--- src/rtl/spi_cfg_regbank.sv ---
`timescale 1ns/1ps
module spi_cfg_regbank #(
  parameter int         LAST_ADDR = 'h44,
  parameter int         SRST_ADDR = 'h04,
  parameter logic [7:0] CHIP_ID   = 8'h96
) (
  input  logic                       clk,
  input  logic                       rst_n,
  input  logic                       spi_sclk,
  input  logic                       spi_cs_n,
  input  logic                       spi_mosi,
  output logic                       spi_miso,
  output logic [(LAST_ADDR+1)*8-1:0] cfg_regs,
  output logic                       soft_rst_pulse
);
  localparam int         NREG   = LAST_ADDR + 1;
  localparam logic [6:0] LAST_A = 7'(LAST_ADDR);
  localparam logic [6:0] SRST_A = 7'(SRST_ADDR);

  function automatic logic [7:0] dflt(input int a);
    case (a)
      1:       return 8'h0F;
      2:       return 8'h2E;
      3:       return 8'h12;
      6:       return 8'h03;
      default: return (a == SRST_ADDR) ? 8'h01 : 8'h00;
    endcase
  endfunction

  logic [2:0] sclk_s;
  logic [1:0] cs_s, mosi_s;
  always_ff @(posedge clk or negedge rst_n)
    if (!rst_n) begin
      sclk_s <= '0;
      cs_s   <= '1;
      mosi_s <= '0;
    end else begin
      sclk_s <= {sclk_s[1:0], spi_sclk};
      cs_s   <= {cs_s[0], spi_cs_n};
      mosi_s <= {mosi_s[0], spi_mosi};
    end

  wire sclk_rise = sclk_s[1] & ~sclk_s[2];
  wire sclk_fall = ~sclk_s[1] & sclk_s[2];
  wire cs_act    = ~cs_s[1];

  logic [2:0] bit_cnt;
  logic [1:0] byte_idx;
  logic [6:0] rx_sh, addr_q;
  logic       rd_q;
  logic [7:0] tx_sh, rd_val;
  logic [7:0] mem [1:LAST_ADDR];

  wire [7:0] rx_byte = {rx_sh, mosi_s[1]};
  wire [6:0] rd_addr = rx_byte[6:0];
  wire byte_done = cs_act & sclk_rise & (bit_cnt == 3'd7);

  always_comb begin
    if (rd_addr == 7'd0)         rd_val = CHIP_ID;
    else if (rd_addr <= LAST_A)  rd_val = mem[rd_addr];
    else                         rd_val = 8'h00;
  end

  always_ff @(posedge clk or negedge rst_n)
    if (!rst_n) begin
      bit_cnt  <= '0;
      byte_idx <= '0;
      rx_sh    <= '0;
      addr_q   <= '0;
      rd_q     <= 1'b0;
      tx_sh    <= '0;
    end else if (!cs_act) begin
      bit_cnt  <= '0;
      byte_idx <= '0;
      tx_sh    <= '0;
    end else if (sclk_rise) begin
      rx_sh   <= rx_byte[6:0];
      bit_cnt <= bit_cnt + 3'd1;
      if (bit_cnt == 3'd7) begin
        if (byte_idx == 2'd0) begin
          rd_q   <= rx_byte[7];
          addr_q <= rd_addr;
          if (rx_byte[7]) tx_sh <= rd_val;
        end
        if (byte_idx != 2'd2) byte_idx <= byte_idx + 2'd1;
      end
    end else if (sclk_fall && byte_idx == 2'd1 && bit_cnt != 3'd0 && rd_q) begin
      tx_sh <= {tx_sh[6:0], 1'b0};
    end

  assign spi_miso = cs_act & tx_sh[7];

  wire wr_hit   = byte_done & (byte_idx == 2'd1) & ~rd_q &
                  (addr_q != 7'd0) & (addr_q <= LAST_A);
  wire srst_hit = wr_hit & (addr_q == SRST_A) & ~rx_byte[0];

  always_ff @(posedge clk or negedge rst_n)
    if (!rst_n) begin
      soft_rst_pulse <= 1'b0;
      for (int i = 1; i < NREG; i++) mem[i] <= dflt(i);
    end else begin
      soft_rst_pulse <= srst_hit;
      if (srst_hit)
        for (int i = 1; i < NREG; i++) mem[i] <= dflt(i);
      else if (wr_hit)
        mem[addr_q] <= rx_byte;
    end

  for (genvar g = 0; g < NREG; g++) begin : g_out
    if (g == 0) begin : g_id
      assign cfg_regs[7:0] = CHIP_ID;
    end else begin : g_reg
      assign cfg_regs[g*8 +: 8] = mem[g];
    end
  end
endmodule


--- config.mk ---
export PLATFORM = sky130hd
export DESIGN_NAME = spi_cfg_regbank
export DESIGN_NICKNAME = d
export VERILOG_FILES = /design/src/rtl/spi_cfg_regbank.sv
export SDC_FILE = /design/constraint.sdc
export NUM_CORES = 2
export LEC_CHECK = 0
export ABC_AREA = 1
export BUFFER_PORTS_ARGS = -buffer_cell sky130_fd_sc_hd__buf_2
export CORE_MARGIN = 3
export CORE_UTILIZATION = 45
export CTS_BUF_LIST = sky130_fd_sc_hd__clkbuf_4 sky130_fd_sc_hd__clkbuf_8
export DETAILED_ROUTE_END_ITERATION = 8
export GPL_TIMING_DRIVEN = 0
export PLACE_DENSITY_LB_ADDON = 0.1
export SETUP_SLACK_MARGIN = 0.5
export SLEW_MARGIN = 20
export SYNTH_ARGS = -nofsm -noshare
export SYNTH_HDL_FRONTEND = slang
export SYNTH_SLANG_ARGS = --single-unit
export TNS_END_PERCENT = 1
--- constraint.sdc ---
create_clock -name clk -period 2.1 [get_ports clk]
set_input_delay 0.42 -clock clk [delete_from_list [all_inputs] [get_ports clk]]
set_output_delay 0.42 -clock clk [all_outputs]
set_load 0.05 [all_outputs]
* Word-level counts from Yosys, hierarchy flattened
Cells that the tools add are included.
** Storage, ports and cells
- Logic and storage cells :: 149
- Output and inout bits :: 554
- Flip-flop bits (word level) :: 580
- Input port bits :: 5
** Cells by class
- Order comparisons :: 5
- $add $sub $neg :: 2
- Bitwise gates (word level) :: 18
- Muxes and demuxes :: 22
- Equal/unequal tests :: 7
- Reduce and logical (&&, ||, !) cells :: 17
** Operator list (number)
- 544-bit two-way mux :: 2
- 544-bit bitwise mux :: 1
- 8-bit two-way mux :: 11
- 8-bit binary-select mux with 7-bit select :: 1
- 8-bit demux with 7-bit select :: 1
- 8-bit >= comparator, second input constant :: 2
- 7-bit NOT with 8-bit output :: 2
- 7-bit less-or-equal comparator, second input constant :: 2
- 1-bit bitwise AND :: 11
- 3-bit by 2-bit != test with 1-bit output, second input constant :: 3
- 8-bit by 1-bit less-than comparator with 1-bit output, second input constant :: 1
- 2-bit two-way mux :: 4
- 4-bit AND reduction :: 2
- 2-bit nonzero test :: 4
- 7-bit by 3-bit equality test with 1-bit output, second input constant :: 1
- 7-bit logical NOT :: 1
- 7-bit nonzero test :: 1
- 3-bit two-way mux :: 2
- 3-bit nonzero test :: 2
- 1-bit NOT :: 5
- 1-bit logical AND :: 4
- 3-bit by 1-bit adder with 3-bit output, second input constant :: 1
- 3-bit equality test, second input constant :: 1
- 3-bit AND reduction :: 1
- other kinds (5) :: 5

* Depth between registers and ports, before layout
- Depth after elaboration :: 11
- Mapped depth :: 19
- Gate-level depth less buffers :: 17

* Worst setup path before layout
Ideal clock, no wire load.
- Kind :: register -> register
- Start point :: register bit_cnt[0]
- End point :: register mem (netlist bit cfg_regs[280])
- Cell stages (with the launch flop) :: 16
- Clock period less this slack :: 2014 ps
- Library setup time :: 132 ps
- Data required time :: 1968 ps
- Setup slack :: 86 ps
- Arrival :: 1882 ps
- Path buffers :: 2
- Cells stage by stage :: dfrtp_1 ha_1 ha_1 inv_1 nor2_2 nand2_1 a21oi_1 nand2_2 nor2_4 inv_4 nor2_8 buf_12 buf_12 o21ai_4 nand2_1 o21ai_1
** On the way
- Longest elaborated chain between the ends :: 9
- Elaborated cells between the ends (all ways) :: 10
- Classes of those cells :: eq/ne: 1; mux: 1; bitwise: 7; reduce/logical: 1
** Ends and longest elaborated chain
- from (decl) :: line 47 : logic [2:0] bit_cnt;
- from (signal assigned) :: line 78 : bit_cnt <= bit_cnt + 3'd1;
- 3-bit equality test * :: line 56 : wire byte_done = cs_act & sclk_rise & (bit_cnt == 3'd7);
- 1-bit bitwise AND * :: line 56
- 1-bit bitwise AND * (3 in a row) :: line 93 : wire wr_hit = byte_done & (byte_idx == 2'd1) & ~rd_q &
- 1-bit bitwise AND * :: line 94 : (addr_q != 7'd0) & (addr_q <= LAST_A);
- 1-bit bitwise AND (2 in a row) :: line 95 : wire srst_hit = wr_hit & (addr_q == SRST_A) & ~rx_byte[0];
- 544-bit two-way mux / 2-bit nonzero test (equally long branches)
- to (signal, indexed assignment) :: line 106 : mem[addr_q] <= rx_byte;
- to (decl) :: line 52 : logic [7:0] mem [1:LAST_ADDR];
Every way passes the cells marked *; elsewhere a longest branch is shown, timed or not.
A chain may end at the register's enable or synchronous reset.

* Final worst setup path
- Start point :: register mosi_s[1]
- End point :: register tx_sh[6]
** On the way
- Longest elaborated chain between the ends :: 11
- Elaborated cells between the ends (all ways) :: 13
- Classes of those cells :: order compare: 1; mux: 10; bitwise: 1; reduce/logical: 1
** Ends and longest elaborated chain
- from (decl) :: line 31 : logic [1:0] cs_s, mosi_s;
- from (signal assigned) :: line 40 : mosi_s <= {mosi_s[0], spi_mosi};
- 7-bit NOT with 8-bit output (implied by the code) :: line 60 : else if (rd_addr <= LAST_A) rd_val = mem[rd_addr];
- 8-bit binary-select mux with 7-bit select :: line 60
- 8-bit two-way mux (implied by the code) (2 in a row) :: line 60
- 8-bit two-way mux :: line 60
- 8-bit two-way mux * :: line 59 : if (rd_addr == 7'd0) rd_val = CHIP_ID;
- 8-bit two-way mux * :: line 83 : if (rx_byte[7]) tx_sh <= rd_val;
- 8-bit two-way mux * :: line 80 : if (byte_idx == 2'd0) begin
- 8-bit two-way mux * :: line 79 : if (bit_cnt == 3'd7) begin
- 8-bit two-way mux * :: line 76 : end else if (sclk_rise) begin
- 8-bit two-way mux * :: line 72 : end else if (!cs_act) begin
- to (signal assigned) :: line 83
- to (signal assigned) :: line 88 : tx_sh <= {tx_sh[6:0], 1'b0};
- to (decl) :: line 51 : logic [7:0] tx_sh, rd_val;
Every way passes the cells marked *; elsewhere a longest branch is shown, timed or not. The select of a mux whose other input is x is not followed.

==> implementation parameters <==
Parameter                              Value

Power
  Power per cell area    779 mW/mm^2
  Static leakage    17.7 nW
  Worst vdd rail ir drop    around 0.00053 V

Timing
  Final clock period utilization by the worst path    117%
  Fmax    408 MHz
  Hold Slack    -0.385 ns
  Setup Total Neg Slack    -116.64 ns
  Worst rel slew slack    slightly above 40%
  Final period demand of the worst path    ~2.4 ns
  Endpoints failing hold    between 60 and 70
  Max-slew violation count    0
  Worst Max-Slew Pin Slew    0.887 ns
  Total setup violations reported at the end of the flow    548
  Setup repair after global routing missed its margin    true
  Worst path setup slack after routing    -0.349 ns
  Worst Skew    0.0305 ns

Place
  Placed Cells    between 4000 and 5000
  HPWL Detailed    103 mm
  Cell Area, Placed    between 0.03 and 0.04 mm^2
  Final GP Congestion    about 0.98
  Buffers added on ports    550

Clock network
  Number of hold-repair buffers added at the cts stage    3
  Clock latency on the worst-skew pair    0.75 ns
  Worst-case clock buffer depth    3
  Cell at the root of the clock tree    clkbuf_8
  Total clock buffers created by CTS    101
  H-tree level count    3
  CTS clk-pin slew, worst paths    0.06 ns
  Clock sink count    580
  Clock tree from TritonCTS    built

Logic synthesis
  Synth async-reset ratio    between 90% and 100%
  Post-Synth Adder-Cell Area    0.273%
  Total standard cell area after synthesis    about 0.027 mm^2
  Post-synthesis instance total    ~3400
  Most used DFF post-synth    dfrtp_1
  Number of distinct library cell variants in the gate-level netlist after synthesis    40
  Seq/Total Area, Yosys    between 50% and 60%
  Number of warnings printed during yosys synthesis    0
  FF+latch count, synth    580
  Area share of and/or/nand/nor cells after synthesis    between 20% and 30%
  Post-synth EDFFs    0
  Mean Syn Cell Area    8.09 um^2
  Multiplexer area fraction after synthesis    0%
  Compound-gate portion of the synthesized area    18.5%
  Area share of xor/xnor cells in the synthesized design    0%
  Dominant combinational cell family by area after synthesis    simple AND/OR/NAND/NOR gates

Final layout
  Final standard cell area without fillers    between 0.03 and 0.04 mm^2
  Number of nets in the layout    a little over 4000
  Final non-filler cell total    roughly 5000
  Area Growth Syn to Fin    32.8%
  Filler cell count in the final layout    5521
  Layout cells sized above 1    approximately 28%

Global routing
  Combined global-route utilization of all metal layers    between 40 and 50%
  Via count of the first global-routing pass    roughly 28000
  Sum of overflow across all layers after global routing    0
  Antenna violations before repair    7
  Wire length of the first global-routing pass    between 200 and 250 mm
  Maximum number of pins on one net before global-route repair    97

Worst setup path
  CP endpoint kind    flop
  Worst-path fanout max    8
  Critical path data arrival time    3.11 ns
  Crit Path Class    reg -> reg
  Required time of the worst setup path    ~2.8 ns
  Element type at the critical path start    flop

Floorplan
  Placement Rows    89
  Die outline area    0.0640 mm^2
  DIE WIDTH    253 um
  Starting density of the core    46.0%
  Die Y-Extent    253 um
  Count of pins on the block boundary    ~560
  Area of the core region    0.0597 mm^2

Run status
  Status    complete, but fails checks
  Violations in the final reports    negative hold slack, negative setup slack

Drt
  Routed WL per cell    29.4 um
  DR vias    30300
  Iter 0 DRT Violations    4154
  DRC violations left    0
  Detailed Routing Iterations Pass 1    8
  Detailed-route wire length    between 100 and 150 mm
  Via density per instance    6.09
  ANT nets after route    0

Hold path
  Kind of path behind the tightest hold check    in -> async

Flow run
  Number of max-capacitance violations reported    0
## layer usage
layer  vias up  GRT usage (%)  wire (um)
met5         -              0         27
met4         4           28.9      11200
met3       561           13.1      19000
met2      2385           65.0      62200
met1     14700           58.4      54000
li1      12700              -          -
## final timing paths
path | slack (ns) | startpoint | end | cells past startpoint
worst max-delay path | -0.35 | mosi_s[1]$_DFF_PN0_ | tx_sh[6]$_DFFE_PN0P_ | 15
worst max register to register | -0.35 | mosi_s[1]$_DFF_PN0_ | tx_sh[6]$_DFFE_PN0P_ | 15
max in group asynchronous | 0.77 | rst_n | cfg_regs[535]$_DFFE_PN0P_ | 4
worst min-delay path | -0.38 | rst_n | cfg_regs[218]$_DFFE_PN0P_ | 1
worst min register to register | 0.34 | cs_s[0]$_DFF_PN1_ | cs_s[1]$_DFF_PN1_ | 0
min in group clk | 0.34 | spi_cs_n | cs_s[0]$_DFF_PN1_ | 2
## cell type report
cell class	instances	area, um^2	area share (%)
flip-flops and latches	580	14500	39.9
multi-input cells	2458	12000	32.9
repair buffers	609	4100	11.3
clock buffers	166	2100	5.77
plain buffers	194	1910	5.24
well taps	773	967	2.65
inverters	170	658	1.80
clock inverters	21	155	0.425
diodes	7	17.5	0.0480
## cells in the mapped netlist, types with 2 or more instances
library cell / n / share of area (%)
o22ai_1: 5 / 0.11
nand2_1: 1150 / 16
a21oi_1: 65 / 1.2
a31oi_1: 2 / 0.046
o21ai_4: 39 / 2.3
a22o_1: 9 / 0.29
buf_2: 51 / 0.93
o21ai_1: 342 / 6.2
o211ai_1: 31 / 0.85
clkbuf_1: 110 / 1.5
dfstp_2: 15 / 1.4
and3_1: 2 / 0.046
nand4_1: 24 / 0.55
nor2_4: 4 / 0.16
inv_2: 7 / 0.096
nand2_2: 3 / 0.068
ha_1: 6 / 0.27
nor2_1: 229 / 3.1
buf_12: 5 / 0.36
inv_1: 161 / 2.2
nor2_2: 5 / 0.11
o21ai_0: 356 / 6.5
a22oi_1: 31 / 0.85
buf_4: 20 / 0.55
conb_1: 2 / 0.027
dfrtp_1: 565 / 51
buf_1: 8 / 0.11
nand3_1: 136 / 2.5
## metrics by stage
| step | worst slack [ns] | power (W) | util, % | hold WS, ns |
|---|---|---|---|---|
| after CTS | -0.258 | 0.0279 | 59.8 | -0.386 |
| after global placement | -11.68 | 0.0158 | 52.3 | 0.336 |
| after floorplan | 0.0880 | 0.0134 | - | 0.124 |
| after detailed placement | -1.32 | 0.0159 | 52.7 | 0.345 |
| after global routing | -0.367 | 0.0288 | 61.1 | -0.348 |
| final | -0.349 | 0.0284 | 61.1 | -0.385 |
## kinds of logic after synthesis
group           after synthesis
buf+inv                     364
flops                       580
compound gates              884
other cells                   2
simple gates               1559
fa+ha+maj                     6
## layout by cell type, fill, tap and decap left out, drive strengths merged, types with 2 or more instances in the layout
cell,synthesis,routed
o21ai,738,738
o22ai,5,5
nand3,136,136
conb,2,8
clkinv,1,15
o211ai,31,31
buf,84,692
dfrtp,565,565
a22oi,31,31
a21oi,66,66
a31oi,2,2
inv,169,174
diode,0,7
clkbuf,110,272
nor2,239,239
dfstp,15,15
nand2,1154,1154
a22o,9,9
ha,6,6
and3,2,2
nand4,25,26
dlygate4sd3,0,3
## sequential cells by signal, indices dropped and copies added (netlist names)
signal and flops:
soft_rst_pulse 1, tx_sh 8, cs_s 2, cfg_regs 544, rd_q 1, addr_q 7
sclk_s 3, rx_sh 7, bit_cnt 3, mosi_s 2, byte_idx 2
## repair_timing
| item | in CTS | in global routing |
|---|---|---|
| setup buffers | 41 | 0 |
| setup endpoints to repair | 1113 | 1116 |
| hold endpoints to repair | 56 | 53 |
| pin swaps | 45 | 18 |
| gates resized for setup | 465 | 363 |
| gates cloned | 6 | 2 |
## critical path, cell delays in order (launching register included)
cell and delay (ns):
dfrtp_1 0.42, buf_8 0.19, inv_8 0.08, nor2_4 0.17, buf_12 0.20, buf_12 0.16
nand2_1 0.06, o211ai_1 0.15, nand3_2 0.15, nand4_1 0.19, nand2_1 0.09, nor2_2 0.21
nand2_2 0.10, nand2_1 0.07, nand2_1 0.05, nand2_1 0.06
## report_power, final
group | internal (W) | switching (W)
combinational | 0.00125 | 0.00420
clock | 0.00647 | 0.00517
sequential | 0.0112 | 0.0000536
total | 0.0190 | 0.00943
No activity file was read; power rests on OpenSTA's default activity.
